File: src/rtl/cmp_timer_pkg.sv
package cmp_timer_pkg;
    localparam int CNT_W  = 16;
    localparam int DATA_W = 8;
    localparam int ADDR_W = 3;
    localparam int VEC_W  = 5;
    localparam int NUM_CMP = 2;

    localparam logic [VEC_W-1:0] VEC_NONE = 5'd0;
    localparam logic [VEC_W-1:0] VEC_CA   = 5'd16;
    localparam logic [VEC_W-1:0] VEC_CB   = 5'd17;
    localparam logic [VEC_W-1:0] VEC_OVF  = 5'd18;

    typedef enum logic [ADDR_W-1:0] {
        OFF_IEN    = 3'd0,
        OFF_STAT   = 3'd1,
        OFF_CNT_HI = 3'd2,
        OFF_CNT_LO = 3'd3,
        OFF_CMP_HI = 3'd4,
        OFF_CMP_LO = 3'd5,
        OFF_TCTL   = 3'd6,
        OFF_OCTL   = 3'd7
    } reg_off_e;

    typedef struct packed {
        logic ovf;
        logic cmp_b;
        logic cmp_a;
    } ev_t;

    function automatic logic [VEC_W-1:0] pick_vector(input ev_t pend);
        if (pend.ovf)        return VEC_OVF;
        else if (pend.cmp_b) return VEC_CB;
        else if (pend.cmp_a) return VEC_CA;
        else                 return VEC_NONE;
    endfunction
endpackage

File: src/rtl/cmp_timer_regs.sv
module cmp_timer_regs
    import cmp_timer_pkg::*;
(
    input  logic              clk,
    input  logic              rst,
    input  logic [ADDR_W-1:0] addr,
    input  logic [DATA_W-1:0] wdata,
    input  logic              we,
    input  logic [CNT_W-1:0]  cnt,
    input  ev_t               flags,
    output logic [DATA_W-1:0] rdata,
    output logic              cnt_wr_hi,
    output logic              cnt_wr_lo,
    output ev_t               keep,
    output ev_t               en,
    output logic              clr_a,
    output logic [CNT_W-1:0]  cmp_a,
    output logic [CNT_W-1:0]  cmp_b
);
    logic [CNT_W-1:0]  cmp_q [NUM_CMP];
    logic [DATA_W-1:0] tctl_q;
    logic              sel_q;
    ev_t               en_q;
    logic              clr_q;

    assign cnt_wr_hi = we && (addr == OFF_CNT_HI);
    assign cnt_wr_lo = we && (addr == OFF_CNT_LO);
    assign keep      = (we && (addr == OFF_STAT)) ? ev_t'(wdata[2:0]) : ev_t'(3'b111);

    always_ff @(posedge clk) begin
        if (rst) begin
            en_q   <= '0;
            clr_q  <= 1'b0;
            sel_q  <= 1'b0;
            tctl_q <= '0;
        end else if (we) begin
            case (addr)
                OFF_IEN:  en_q   <= ev_t'(wdata[2:0]);
                OFF_STAT: clr_q  <= wdata[3];
                OFF_TCTL: tctl_q <= wdata;
                OFF_OCTL: sel_q  <= wdata[0];
                default: ;
            endcase
        end
    end

    for (genvar g = 0; g < NUM_CMP; g++) begin : g_cmp
        always_ff @(posedge clk) begin
            if (rst) begin
                cmp_q[g] <= '1;
            end else if (we && (sel_q == g[0])) begin
                if (addr == OFF_CMP_HI)
                    cmp_q[g] <= {wdata, cmp_q[g][DATA_W-1:0]};
                else if (addr == OFF_CMP_LO)
                    cmp_q[g] <= {cmp_q[g][CNT_W-1:DATA_W], wdata};
            end
        end
    end

    assign cmp_a = cmp_q[0];
    assign cmp_b = cmp_q[1];
    assign en    = en_q;
    assign clr_a = clr_q;

    always_comb begin
        rdata = '0;
        case (addr)
            OFF_IEN:    rdata = {5'd0, en_q};
            OFF_STAT:   rdata = {4'd0, clr_q, flags};
            OFF_CNT_HI: rdata = cnt[CNT_W-1:DATA_W];
            OFF_CNT_LO: rdata = cnt[DATA_W-1:0];
            OFF_CMP_HI: rdata = cmp_q[sel_q][CNT_W-1:DATA_W];
            OFF_CMP_LO: rdata = cmp_q[sel_q][DATA_W-1:0];
            OFF_TCTL:   rdata = tctl_q;
            OFF_OCTL:   rdata = {7'd0, sel_q};
            default:    rdata = '0;
        endcase
    end
endmodule

File: src/rtl/cmp_timer_core.sv
module cmp_timer_core
    import cmp_timer_pkg::*;
(
    input  logic              clk,
    input  logic              rst,
    input  logic              tick,
    input  logic              wr_hi,
    input  logic              wr_lo,
    input  logic [DATA_W-1:0] wdata,
    input  ev_t               keep,
    input  logic              clr_a,
    input  logic [CNT_W-1:0]  cmp_a,
    input  logic [CNT_W-1:0]  cmp_b,
    output logic [CNT_W-1:0]  cnt,
    output ev_t               flags
);
    logic [CNT_W-1:0] cnt_q;
    logic [CNT_W-1:0] base;
    logic [CNT_W:0]   sum;
    logic             step;
    ev_t              flags_q;
    ev_t              hit;

    assign step      = tick && !(wr_hi || wr_lo);
    assign hit.cmp_a = (cnt_q == cmp_a);
    assign hit.cmp_b = (cnt_q == cmp_b);
    assign base      = (hit.cmp_a && clr_a) ? '0 : cnt_q;
    assign sum       = (CNT_W+1)'(base) + (CNT_W+1)'(1);
    assign hit.ovf   = sum[CNT_W];

    always_ff @(posedge clk) begin
        if (rst) begin
            cnt_q   <= '0;
            flags_q <= '0;
        end else begin
            if (wr_hi)
                cnt_q <= {wdata, cnt_q[DATA_W-1:0]};
            else if (wr_lo)
                cnt_q <= {cnt_q[CNT_W-1:DATA_W], wdata};
            else if (step)
                cnt_q <= sum[CNT_W-1:0];
            flags_q <= (flags_q & keep) | (step ? hit : ev_t'(3'b000));
        end
    end

    assign cnt   = cnt_q;
    assign flags = flags_q;
endmodule

File: src/rtl/cmp_timer_irq.sv
module cmp_timer_irq
    import cmp_timer_pkg::*;
(
    input  ev_t              flags,
    input  ev_t              en,
    output logic             irq,
    output logic [VEC_W-1:0] vec
);
    ev_t pend;
    assign pend = flags & en;
    assign irq  = |pend;
    assign vec  = pick_vector(pend);
endmodule

File: src/rtl/cmp_timer.sv
module cmp_timer
    import cmp_timer_pkg::*;
(
    input  logic              clk,
    input  logic              rst,
    input  logic              tick,
    input  logic [ADDR_W-1:0] bus_addr,
    input  logic [DATA_W-1:0] bus_wdata,
    input  logic              bus_we,
    output logic [DATA_W-1:0] bus_rdata,
    output logic              irq,
    output logic [VEC_W-1:0]  irq_vec
);
    logic [CNT_W-1:0] cnt_q;
    logic [CNT_W-1:0] cmp_a_q;
    logic [CNT_W-1:0] cmp_b_q;
    logic             clr_a_q;
    logic             wr_hi;
    logic             wr_lo;
    ev_t              flag_q;
    ev_t              keep;
    ev_t              en_q;

    cmp_timer_regs u_regs (
        .clk(clk), .rst(rst), .addr(bus_addr), .wdata(bus_wdata), .we(bus_we),
        .cnt(cnt_q), .flags(flag_q), .rdata(bus_rdata),
        .cnt_wr_hi(wr_hi), .cnt_wr_lo(wr_lo), .keep(keep), .en(en_q),
        .clr_a(clr_a_q), .cmp_a(cmp_a_q), .cmp_b(cmp_b_q)
    );

    cmp_timer_core u_core (
        .clk(clk), .rst(rst), .tick(tick), .wr_hi(wr_hi), .wr_lo(wr_lo),
        .wdata(bus_wdata), .keep(keep), .clr_a(clr_a_q),
        .cmp_a(cmp_a_q), .cmp_b(cmp_b_q), .cnt(cnt_q), .flags(flag_q)
    );

    cmp_timer_irq u_irq (
        .flags(flag_q), .en(en_q), .irq(irq), .vec(irq_vec)
    );
endmodule

File: config.mk
export PLATFORM = sky130hd
export DESIGN_NAME = cmp_timer
export DESIGN_NICKNAME = d
export VERILOG_FILES = /design/src/rtl/cmp_timer_pkg.sv /design/src/rtl/cmp_timer_regs.sv /design/src/rtl/cmp_timer_core.sv /design/src/rtl/cmp_timer_irq.sv /design/src/rtl/cmp_timer.sv
export SDC_FILE = /design/constraint.sdc
export NUM_CORES = 1
export LEC_CHECK = 0
export BUFFER_PORTS_ARGS = -buffer_cell sky130_fd_sc_hd__buf_4
export CAP_MARGIN = 15
export CORE_MARGIN = 2
export CORE_UTILIZATION = 50
export DETAILED_ROUTE_END_ITERATION = 16
export PLACE_DENSITY = 0.68
export SLEW_MARGIN = 20
export SYNTH_ARGS = -nofsm -noshare
export SYNTH_HDL_FRONTEND = slang
export SYNTH_HIERARCHICAL = 1
export SYNTH_SLANG_ARGS = --single-unit
File: constraint.sdc
create_clock -name clk -period 3.3 [get_ports clk]
set_clock_uncertainty 0.05 [all_clocks]
set_input_delay 0 -clock clk [delete_from_list [all_inputs] [get_ports clk]]
set_output_delay 0 -clock clk [all_outputs]
set_load 0.03 [all_outputs]
==> metrics.md <==
| Metric | Value |
|---|---|
| Syn_area_per_cell | `just under 9 µm²` |
| Setup TNS | `0 ps` |
| Netlist cell types | `66` |
| Most used flip-flop cell after synthesis | `dfxtp_1` |
| Hold Crit Class | `input port to flop` |
| Clock share of power | `0.355` |
| Vias in the first global route | `roughly 3,300` |
| Layout cells sized above 1 | `0.1608` |
| Final Max Slew Viols | `0` |
| Post-CTS Resized | `0` |
| Number of max-cap violations | `0` |
| Crit path max fanout | `8` |
| Unrepaired setup endpoints after global routing | `no` |
| Post-CTS Setup Inserts | `0` |
| Cell Rows | `32` |
| Switching Share | `0.2772` |
| Drt total wl | `about 13,000 µm` |
| Initial antenna violation count | `0` |
| Area grow syn2layout | `12.38%` |
| Wire length per cell | `21.39 µm` |
| Delay-heaviest family, CP | `simple AND/OR/NAND/NOR gates` |
| Clock slew seen by the registers of the worst setup and hold paths | `~60 ps` |
| Status | `completed` |
| # H-tree levels | `3` |
| Hold_buf cts | `8` |
| Layer with the highest usage | `met2` |
| Post-Syn Area | `between 4000 and 5000 µm²` |
| Comb pwr share | `0.153` |
| Final #Nets | `slightly below 500` |
| Total die area | `8821 µm²` |
| Setup Viol. Count Final | `0` |
| Top cells by area, synth | `edfxtp_1 24%, dfxtp_1 16%, xnor2_1 8.2%` |
| DRC viols | `0` |
| WS Path Type | `flop to flop` |
| Worst relative slew slack | `0.3285` |
| CP max stage delay | `500 ps` |
| Root buffer cell | `clkbuf_8` |
| Yosys reg bits | `65` |
| Slew @ Worst Pin | `1006 ps` |
| Antenna viol nets, final | `0` |
| Max clock buf depth | `2` |
| GRT met3 Usage | `0.06822` |
| Cell count after synthesis | `around 460` |
| Number of flops mapped to enable cells by yosys | `32` |
| Crit share post-route | `0.8460` |
| Post-synthesis sequential area ratio | `0.4011` |
| Die Wd | `approximately 94 µm` |
| Minimum clock period | `around 2800 ps` |
| Leading area contributor after synthesis | `edfxtp_1` |
| Vias/cell | `6.165` |
| Fin. Hold Viols | `0` |
| Peak supply drop | `0.0002065 V` |
| Total power draw | `approximately 1.8 mW` |
| TritonCTS clock tree | `yes` |
| P_sw | `about 0.5 mW` |
| Startpoint Class | `flop` |
| Area fraction of the dominant cell type after synthesis | `0.2377` |
| Async SR Flop Fraction | `0` |
| First-iteration detailed-routing DRC count | `between 300 and 400` |
| Ports | `29` |
| Critical path arrival | `2960 ps` |
| Reg power frac | `0.492` |
| Detailed Place HPWL | `about 8700 µm` |
| Final weighted congestion in routability-driven placement | `around 0.96` |
| Top cells by count, synth | `75 x nand2_1, 43 x nor2_1, 38 x xnor2_1` |
| Worst skew pair latency | `around 360 ps` |
| Max stage delay cell, worst path | `dfxtp_1` |
| CTS Sinks | `65` |
| Most common cell on crit path | `and2_1` |
| ANT cells | `0` |
| Met1 global-route usage | `0.3984` |
| Count leader, synth | `nand2_1` |
| Critical-path cell list | `xnor2_1 > nand4_2 > nor4_4 > nand2_1 > and2_1 > ha_1 > and2_1 > nand4_1 > nor2_1 > a211oi_1 > o32ai_2` |
| Pwr dens | `400.9 nW/µm²` |
| CP Capture Type | `flop` |
| Met2 Use GR | `0.4744` |
| Cell-internal power | `between 1 and 1.5 mW` |
| GRT Total Usage | `0.3004` |
| Filler cells | `between 600 and 700` |
| Num CTS Buffers | `9` |
| Finished Layout Cells | `a little under 600` |
| Initial core utilization | `0.5205` |
| I/O Buffers | `26` |
| Die H | `93.92 µm` |
| Pin count of the biggest net entering global routing | `41` |
| Pre-antenna DRT Iters | `5` |
| Yosys warns | `6` |
| GRT Residual Overflow | `0` |
| F_max | `approximately 0.36 GHz` |
| CP Data Required Time | `around 3500 ps` |
| Via count | `around 3,600` |
| Dpl cells | `between 500 and 600` |
| LEAKAGE | `approximately 1.5 nW` |
| First-pass GRT wire length | `19,220 µm` |
| Core area | `slightly below 8000 µm²` |
| CP Buf/Inv Count | `0` |
[metal layers]
layer,vias to the layer above,routed length [µm]
li1,1656,-
met1,1719,5033
met2,215,5879
met3,29,1236
met4,0,404
met5,-,0
[power groups by stage]
stage | sequential, mW | combinational (mW) | clock [mW]
after CTS | 0.896 | 0.272 | 0.657
final | 0.896 | 0.278 | 0.647
after detailed placement | 0.913 | 0.263 | 0
after global routing | 0.898 | 0.296 | 0.700
after global placement | 0.912 | 0.262 | 0
after floorplan | 0.903 | 0.182 | 0
[cell usage in the layout, fill, tap and decap left out, types with 3 or more instances in the layout]
cell / instances
a21oi_1: 30
xnor2_1: 38
nor2b_1: 5
o21ai_0: 8
edfxtp_1: 32
a221oi_1: 4
nand4_2: 4
and3_1: 3
a221o_1: 3
nor3_1: 3
mux2i_1: 23
and2_1: 5
dfxtp_1: 33
a311oi_1: 3
a22oi_1: 4
nand3_1: 6
nand2b_1: 6
clkbuf_8: 9
inv_1: 16
dlygate4sd3_1: 8
nand4_1: 6
nor2_1: 43
mux2_2: 4
nand2_1: 75
buf_4: 42
o22ai_1: 13
clkinv_1: 3
a22o_1: 4
[layout make-up]
type | count | area [µm²] | share of cell area
sequential | 65 | 1622 | 0.3569
clock inverter | 5 | 46.29 | 0.01019
inverter | 16 | 60.06 | 0.01322
timing repair buffer | 50 | 395.4 | 0.08703
multi-input combinational | 338 | 2161 | 0.4756
clock buffer | 11 | 131.4 | 0.02892
tap | 102 | 127.6 | 0.02809
[cells by family (layout without fill, tap and decap cells)]
family / count (synthesis) / after routing / share of synthesized area
compound gates: 93 / 93 / 0.1588
xor+xnor: 39 / 39 / 0.08449
fa+ha+maj: 1 / 1 / 0.003095
buf+inv: 53 / 82 / 0.06530
flops: 65 / 65 / 0.4011
mux: 27 / 27 / 0.06809
other cells: 1 / 2 / 0.0009276
simple gates: 176 / 176 / 0.2182
[worst paths after layout]
check | from | end | slack, ps | cells after the start
worst max-delay path | u_core/cnt[10] | u_core/cnt[14] | 510 | 11
worst min-delay path | rst | u_regs/en[0] | 30 | 2
worst max register to register | u_core/cnt[10] | u_core/cnt[14] | 510 | 11
worst min register to register | u_regs/tctl_q[3] | u_regs/tctl_q[3] | 410 | 2
[state kept, by name (all words and copies together) (netlist names), named ones only]
name / flops
u_core/flags: 3
u_regs/tctl_q: 8
u_regs/sel_q: 1
u_regs/clr_a: 1
u_regs/cmp_q: 32
u_regs/en: 3
u_core/cnt: 16
[per-stage QoR]
step / cell area [µm²] / setup WS (ps) / utilization / hold slack, ps
global route: 4543 / 315.4 / 0.5849 / 37.20
floorplan: 4046 / 657.4 / - / 83.56
detailed placement: 4285 / 548.6 / 0.5517 / 263.7
CTS: 4543 / 521.5 / 0.5849 / 17.20
global placement: 4285 / 704.8 / 0.5517 / 255.2
finish: 4543 / 508.2 / 0.5849 / 33.47
Note: power is estimated with default switching activity, not from simulation.
